--- config.mk ---
export PLATFORM = sky130hd
export DESIGN_NAME = i2c_irq_vector_unit
export DESIGN_NICKNAME = d
export VERILOG_FILES = /design/src/rtl/irqv_pkg.sv /design/src/rtl/irqv_flag_bank.sv /design/src/rtl/irqv_prio_enc.sv /design/src/rtl/irqv_regport.sv /design/src/rtl/i2c_irq_vector_unit.sv
export SDC_FILE = /design/constraint.sdc
export NUM_CORES = 1
export LEC_CHECK = 0
export BUFFER_PORTS_ARGS = -buffer_cell sky130_fd_sc_hd__buf_2
export CORE_ASPECT_RATIO = 0.75
export CORE_MARGIN = 4
export CORE_UTILIZATION = 41
export DETAILED_ROUTE_END_ITERATION = 12
export HOLD_SLACK_MARGIN = 0.03
export PLACE_DENSITY_LB_ADDON = 0.1
export SLEW_MARGIN = 20
export SYNTH_ARGS = -nofsm -noshare
export SYNTH_HDL_FRONTEND = slang
export SYNTH_SLANG_ARGS = --single-unit
--- constraint.sdc ---
create_clock -name clk -period 2.2 [get_ports clk]
set_input_delay 0.44 -clock clk [delete_from_list [all_inputs] [get_ports clk]]
set_output_delay 0.44 -clock clk [all_outputs]
set_load 0.03 [all_outputs]
--- src/rtl/irqv_pkg.sv ---
package irqv_pkg;
  localparam int NUM_EVT  = 7;
  localparam int DATA_W   = 16;
  localparam int ADDR_W   = 6;
  localparam int BUSY_BIT = 12;
  localparam int RXF_BIT  = 11;
  localparam logic [ADDR_W-1:0] OFS_MASK = 6'h04;
  localparam logic [ADDR_W-1:0] OFS_STAT = 6'h08;
  localparam logic [ADDR_W-1:0] OFS_VEC  = 6'h28;
  localparam logic [NUM_EVT-1:0] W1C_BITS = 7'b0100100;
endpackage

--- src/rtl/irqv_flag_bank.sv ---
module irqv_flag_bank #(
  parameter int NUM_EVT = 7
) (
  input  logic               clk,
  input  logic               rst,
  input  logic [NUM_EVT-1:0] evt_i,
  input  logic [NUM_EVT-1:0] clr_i,
  output logic [NUM_EVT-1:0] flags_o,
  output logic [NUM_EVT-1:0] flags_d_o
);
  logic [NUM_EVT-1:0] flags_q;

  // a new event outranks a clear in the same cycle
  assign flags_d_o = evt_i | (flags_q & ~clr_i);

  always_ff @(posedge clk) begin
    if (rst) flags_q <= '0;
    else     flags_q <= flags_d_o;
  end

  assign flags_o = flags_q;

  p_evt_sets_r2: assert property (@(posedge clk) disable iff (rst)
    (|evt_i) |=> ((flags_q & $past(evt_i)) == $past(evt_i)));

  p_set_wins_r9: assert property (@(posedge clk) disable iff (rst)
    (|(evt_i & clr_i)) |=> ((flags_q & $past(evt_i & clr_i)) == $past(evt_i & clr_i)));

  p_clear_takes_r5: assert property (@(posedge clk) disable iff (rst)
    (|(clr_i & ~evt_i)) |=> ((flags_q & $past(clr_i & ~evt_i)) == '0));
endmodule

--- src/rtl/irqv_prio_enc.sv ---
module irqv_prio_enc #(
  parameter int NUM_EVT = 7,
  localparam int CODE_W = $clog2(NUM_EVT + 1)
) (
  input  logic [NUM_EVT-1:0] pend_i,
  output logic [NUM_EVT-1:0] sel_o,
  output logic [CODE_W-1:0]  code_o
);
  logic [NUM_EVT:0] seen;
  assign seen[0] = 1'b0;

  for (genvar i = 0; i < NUM_EVT; i++) begin : g_chain
    assign seen[i+1] = seen[i] | pend_i[i];
    assign sel_o[i]  = pend_i[i] & ~seen[i];
  end

  always_comb begin
    code_o = '0;
    for (int i = 0; i < NUM_EVT; i++) begin
      if (sel_o[i]) code_o = code_o | CODE_W'(i + 1);
    end
  end
endmodule

--- src/rtl/irqv_regport.sv ---
module irqv_regport
  import irqv_pkg::*;
#(
  parameter int NUM_EVT = irqv_pkg::NUM_EVT,
  parameter int DATA_W  = irqv_pkg::DATA_W,
  parameter int ADDR_W  = irqv_pkg::ADDR_W,
  localparam int CODE_W = $clog2(NUM_EVT + 1)
) (
  input  logic               clk,
  input  logic               rst,
  input  logic               rd_i,
  input  logic               wr_i,
  input  logic [ADDR_W-1:0]  addr_i,
  input  logic [DATA_W-1:0]  wdata_i,
  input  logic [NUM_EVT-1:0] flags_i,
  input  logic [NUM_EVT-1:0] sel_i,
  input  logic [CODE_W-1:0]  code_i,
  input  logic               busy_i,
  input  logic               rxf_i,
  output logic [NUM_EVT-1:0] mask_o,
  output logic [NUM_EVT-1:0] mask_d_o,
  output logic [NUM_EVT-1:0] clr_o,
  output logic [DATA_W-1:0]  rdata_o
);
  logic [NUM_EVT-1:0] mask_q;
  logic [DATA_W-1:0]  rdata_q;
  logic [DATA_W-1:0]  stat_word;
  logic [DATA_W-1:0]  rd_mux;
  logic [NUM_EVT-1:0] w1c_clr;
  logic [NUM_EVT-1:0] vec_clr;
  logic               hit_mask, hit_stat, hit_vec;
  logic               unused_hi;

  assign unused_hi = ^wdata_i[DATA_W-1:NUM_EVT];

  assign hit_mask = (addr_i == OFS_MASK);
  assign hit_stat = (addr_i == OFS_STAT);
  assign hit_vec  = (addr_i == OFS_VEC);

  assign w1c_clr  = (wr_i && hit_stat) ? (wdata_i[NUM_EVT-1:0] & W1C_BITS) : '0;
  assign vec_clr  = (rd_i && hit_vec) ? sel_i : '0;
  assign clr_o    = w1c_clr | vec_clr;
  assign mask_d_o = (wr_i && hit_mask) ? wdata_i[NUM_EVT-1:0] : mask_q;

  always_comb begin
    stat_word = '0;
    stat_word[NUM_EVT-1:0] = flags_i;
    stat_word[BUSY_BIT]    = busy_i;
    stat_word[RXF_BIT]     = rxf_i;
  end

  always_comb begin
    rd_mux = '0;
    if (hit_mask)     rd_mux[NUM_EVT-1:0] = mask_q;
    else if (hit_stat) rd_mux = stat_word;
    else if (hit_vec)  rd_mux[CODE_W-1:0] = code_i;
  end

  always_ff @(posedge clk) begin
    if (rst) begin
      mask_q  <= '0;
      rdata_q <= '0;
    end else begin
      mask_q  <= mask_d_o;
      rdata_q <= rd_i ? rd_mux : '0;
    end
  end

  assign mask_o  = mask_q;
  assign rdata_o = rdata_q;

  p_one_vec_clear_r7: assert property (@(posedge clk) disable iff (rst)
    $onehot0(vec_clr));

  p_vec_clear_enabled_r6: assert property (@(posedge clk) disable iff (rst)
    ((vec_clr & ~(flags_i & mask_q)) == '0));

  p_vec_range_r6: assert property (@(posedge clk) disable iff (rst)
    (rd_i && hit_vec) |=> (rdata_q[DATA_W-1:CODE_W] == '0));

  p_idle_zero_r10: assert property (@(posedge clk) disable iff (rst)
    !rd_i |=> (rdata_q == '0));
endmodule

--- src/rtl/i2c_irq_vector_unit.sv ---
module i2c_irq_vector_unit
  import irqv_pkg::*;
#(
  parameter int NUM_EVT = irqv_pkg::NUM_EVT,
  parameter int DATA_W  = irqv_pkg::DATA_W,
  parameter int ADDR_W  = irqv_pkg::ADDR_W,
  localparam int CODE_W = $clog2(NUM_EVT + 1)
) (
  input  logic               clk,
  input  logic               rst,
  input  logic [NUM_EVT-1:0] evt_pulse,
  input  logic               bus_busy,
  input  logic               rx_shift_full,
  input  logic [ADDR_W-1:0]  reg_addr,
  input  logic               reg_wr,
  input  logic               reg_rd,
  input  logic [DATA_W-1:0]  reg_wdata,
  output logic [DATA_W-1:0]  reg_rdata,
  output logic               irq
);
  logic [NUM_EVT-1:0] flags, flags_d, mask, mask_d, clr, sel;
  logic [CODE_W-1:0]  code;
  logic               irq_q;

  irqv_flag_bank #(.NUM_EVT(NUM_EVT)) u_flags (
    .clk(clk), .rst(rst), .evt_i(evt_pulse), .clr_i(clr),
    .flags_o(flags), .flags_d_o(flags_d)
  );

  irqv_prio_enc #(.NUM_EVT(NUM_EVT)) u_enc (
    .pend_i(flags & mask), .sel_o(sel), .code_o(code)
  );

  irqv_regport #(.NUM_EVT(NUM_EVT), .DATA_W(DATA_W), .ADDR_W(ADDR_W)) u_regs (
    .clk(clk), .rst(rst), .rd_i(reg_rd), .wr_i(reg_wr), .addr_i(reg_addr),
    .wdata_i(reg_wdata), .flags_i(flags), .sel_i(sel), .code_i(code),
    .busy_i(bus_busy), .rxf_i(rx_shift_full), .mask_o(mask),
    .mask_d_o(mask_d), .clr_o(clr), .rdata_o(reg_rdata)
  );

  always_ff @(posedge clk) begin
    if (rst) irq_q <= 1'b0;
    else     irq_q <= |(flags_d & mask_d);
  end

  assign irq = irq_q;

  p_irq_tracks_r8: assert property (@(posedge clk) disable iff (rst)
    irq_q == |(flags & mask));

  p_reset_quiet_r1: assert property (@(posedge clk)
    rst |=> (!irq_q && reg_rdata == '0));
endmodule

==> flow_summary.toml <==
[worst_setup_path]
r2r_slack_ps = 360
rr_startpoint = "u_regs.mask_o[1]"
crit_required_ps = 2340
critPathBufInv = 1
r2r-end = "irq"
cp_slowest_stage_delay_ps = 600
path_common_cell = "or4b_4"
ff2ff_path_depth = 5
start_kind = "primary input"
critPathLaunch = "reg_addr[3]"
criticalPathCategory = "primary input to flop"
crit_slowest_cell = "or4b_4"
end_kind = "flop"
cpLargestDelayFamily = "simple AND/OR/NAND/NOR gates"
path_cells = "buf_2, or4b_4, or4b_4, mux2i_1, o22a_1, a41oi_1"
critPathMaxFanout = 7
cp-endpoint = "irq"
cp_data_arrival_time_ps = 2280
path_depth = 6

[synthesis]
ys_ff_latch = 24
avgSynthCellArea_um2 = 9.145
synth_edf_count = 0
synth_top_family_by_area = "simple AND/OR/NAND/NOR gates"
synthArstFlopShare_pct = 0
synthAdderAreaFrac_pct = 0
synth_compound_area_share_pct = 20.58
synth_cell_types = 32
synth-xor-area-share_pct = 0
synth_ff_type = "dfxtp_1"
syn-instance-count = 123
synth_mux_area_share_pct = 6.229
syn_area_mm2 = 0.001125
yosysWarningCount = 0
yosys.area_share.simple_pct = 23.80
ys_seq_area_share_pct = 42.71

[die]
ios = 52
die-width_um = 68.48
die_area_mm2 = 0.003654
core_area_mm2 = 0.002623
die_y_um = 53.36
initial_utilization_pct = 42.89
num_rows = 16

[clocking]
cts_buffer_depth = 2
ctsResizeCount = 0
post_cts_buffers = 0
cts_made_buffers = 3
clkSlewWorstSetupHoldPaths_ps = 80
cts_sinks = 24
clk_latency_ps = 260
cts_tree = "done"
cts_hold_buf = 0
htreeDepth = 1
root_buffer = "clkbuf_8"

[layout]
syn_to_final_growth_pct = 31.26
fin_nets = 213
drive_gt1_share_pct = 33.52
diodes = 0

[routing]
avgRoutedWirePerCell_um = 13.66
first_pass_iters = 4
drcViolationCount = 0
drtIter0Drc = 80
antenna_left = 0
vias = 1078
routed_wl_um = 2895
viasPerCell = 5.085

[pwr]
cellLeakagePower_nw = 0.7059
ir_worst_vdd_mv = 0.3623
cellPowerDensity_mw_per_mm2 = 541.6
power_mw = 0.7996

[timing]
rsz0062_at_grt = "no"
skew_ps = 1.053
setup_violations = 0
max_freq_mhz = 466.1
slew_viol_final = 0
period_needed_ps = 2146
holdWs_ps = 372.6
hold_violations = 0
fin_tns_setup_ps = 0
period_share_pct = 97.53

[placement]
io_buffers = 35
dp_hpwl_um = 2258
globalplace.congestion = 0.8234

[min_path]
hold_depth = 2
hold_class = "primary input to flop"

[global_routing]
grt_antenna_before_repair = 0
grt_pass1_vias = 1001
grt_max_degree = 17
grt.overflow.total = 0
grtUsageTotal_pct = 16.96
grt_pass1_wl_um = 4491

[job]
cap_violations = 0

[run_status]
status = "completed"
==> kinds of logic after synthesis <==
family	after synthesis
AND/OR/NAND/NOR	49
multiplexers	7
AO/OA/AOI/OAI	32
flip-flops	24
buffers and inverters	10
other	1
==> how the worst min path moves through the flow <==
| stage | start | endpoint | slack, ps |
|---|---|---|---|
| final | bus_busy | u_regs.rdata_o[12] | 370 |
| after global routing | rx_shift_full | u_regs.rdata_o[11] | 370 |
| after CTS | bus_busy | u_regs.rdata_o[12] | 370 |
| after detailed placement | u_flags.flags_o[4] | u_regs.rdata_o[4] | 490 |
| after global placement | u_flags.flags_o[4] | u_regs.rdata_o[4] | 490 |
| after floorplan | u_flags.flags_o[3] | u_regs.rdata_o[3] | 470 |
==> registers in the layout, indices dropped and copies added, names as in the netlist <==
name / flops
u_regs.rdata_o: 9
u_regs.mask_o: 7
u_flags.flags_o: 7
irq: 1
==> final cells by class <==
cell class              count  area, um^2
clock buffers               3       41.29
fillers                   273        1146
inverters                   1       3.754
multi-input cells          95       595.6
flip-flops and latches     24       480.5
well taps                  36       45.04
repair buffers             53       310.3
==> routing by layer <==
layer,up-vias,part of all wire [%],track usage [%]
met2,41,41,25.67
met1,482,49,22.77
met4,0,0.66,3.960
met3,2,9.0,5.945
li1,553,-,-
met5,-,0,0
==> synthesized netlist by cell type (all sizes together), types with 2 or more instances <==
library cell  number  share of area (%)
nand2b             2                1.1
nor2b              2                1.1
nand2              6                2.0
o21ai              2               0.89
a22oi              4                2.7
buf                8                5.7
a222oi             2                1.8
or4b               2                2.4
nand4              5                2.8
a21oi              9                4.0
dfxtp             24                 43
and3b              2                1.6
and2               5                2.8
nor2              19                6.3
o22a               3                2.3
nand3              3                1.3
a41oi              3                2.3
mux2i              7                6.2
a22o               3                2.3
==> per-stage QoR <==
stage / setup slack, ps / instance area [um^2] / cells / utilization (%)
4_1_cts: 94.50 / 1476 / 212 / 56.30
2_1_floorplan: 25.78 / 1147 / 129 / -
3_3_place_gp: -175.1 / 1435 / 209 / 54.72
5_1_grt: 11.10 / 1476 / 212 / 56.30
3_5_place_dp: -181.9 / 1435 / 209 / 54.72
6_report: 54.41 / 1476 / 212 / 56.30
==> power breakdown <==
part	total, mW	internal, mW	switching (mW)	leakage (nW)
Clock	0.255	0.122	0.133	0.0216
Combinational	0.0912	0.0384	0.0528	0.489
Sequential	0.453	0.444	0.00887	0.196
==> worst register-to-register path, stage by stage (launching register included) <==
cell and delay, ps:
dfxtp_1 360, a222oi_1 400, nand2_1 150, o41ai_1 440, o22a_1 240, a41oi_1 120
==> cell usage in the layout, fill, tap and decap left out, types with 5 or more instances in the layout <==
| cell type | instances |
|---|---|
| a21oi_1 | 9 |
| nand4_1 | 5 |
| buf_4 | 18 |
| buf_2 | 35 |
| nand2_1 | 6 |
| conb_1 | 7 |
| and2_1 | 5 |
| mux2i_1 | 7 |
| nor2_1 | 19 |
| dfxtp_1 | 24 |
(Power assumes the default switching activity.)
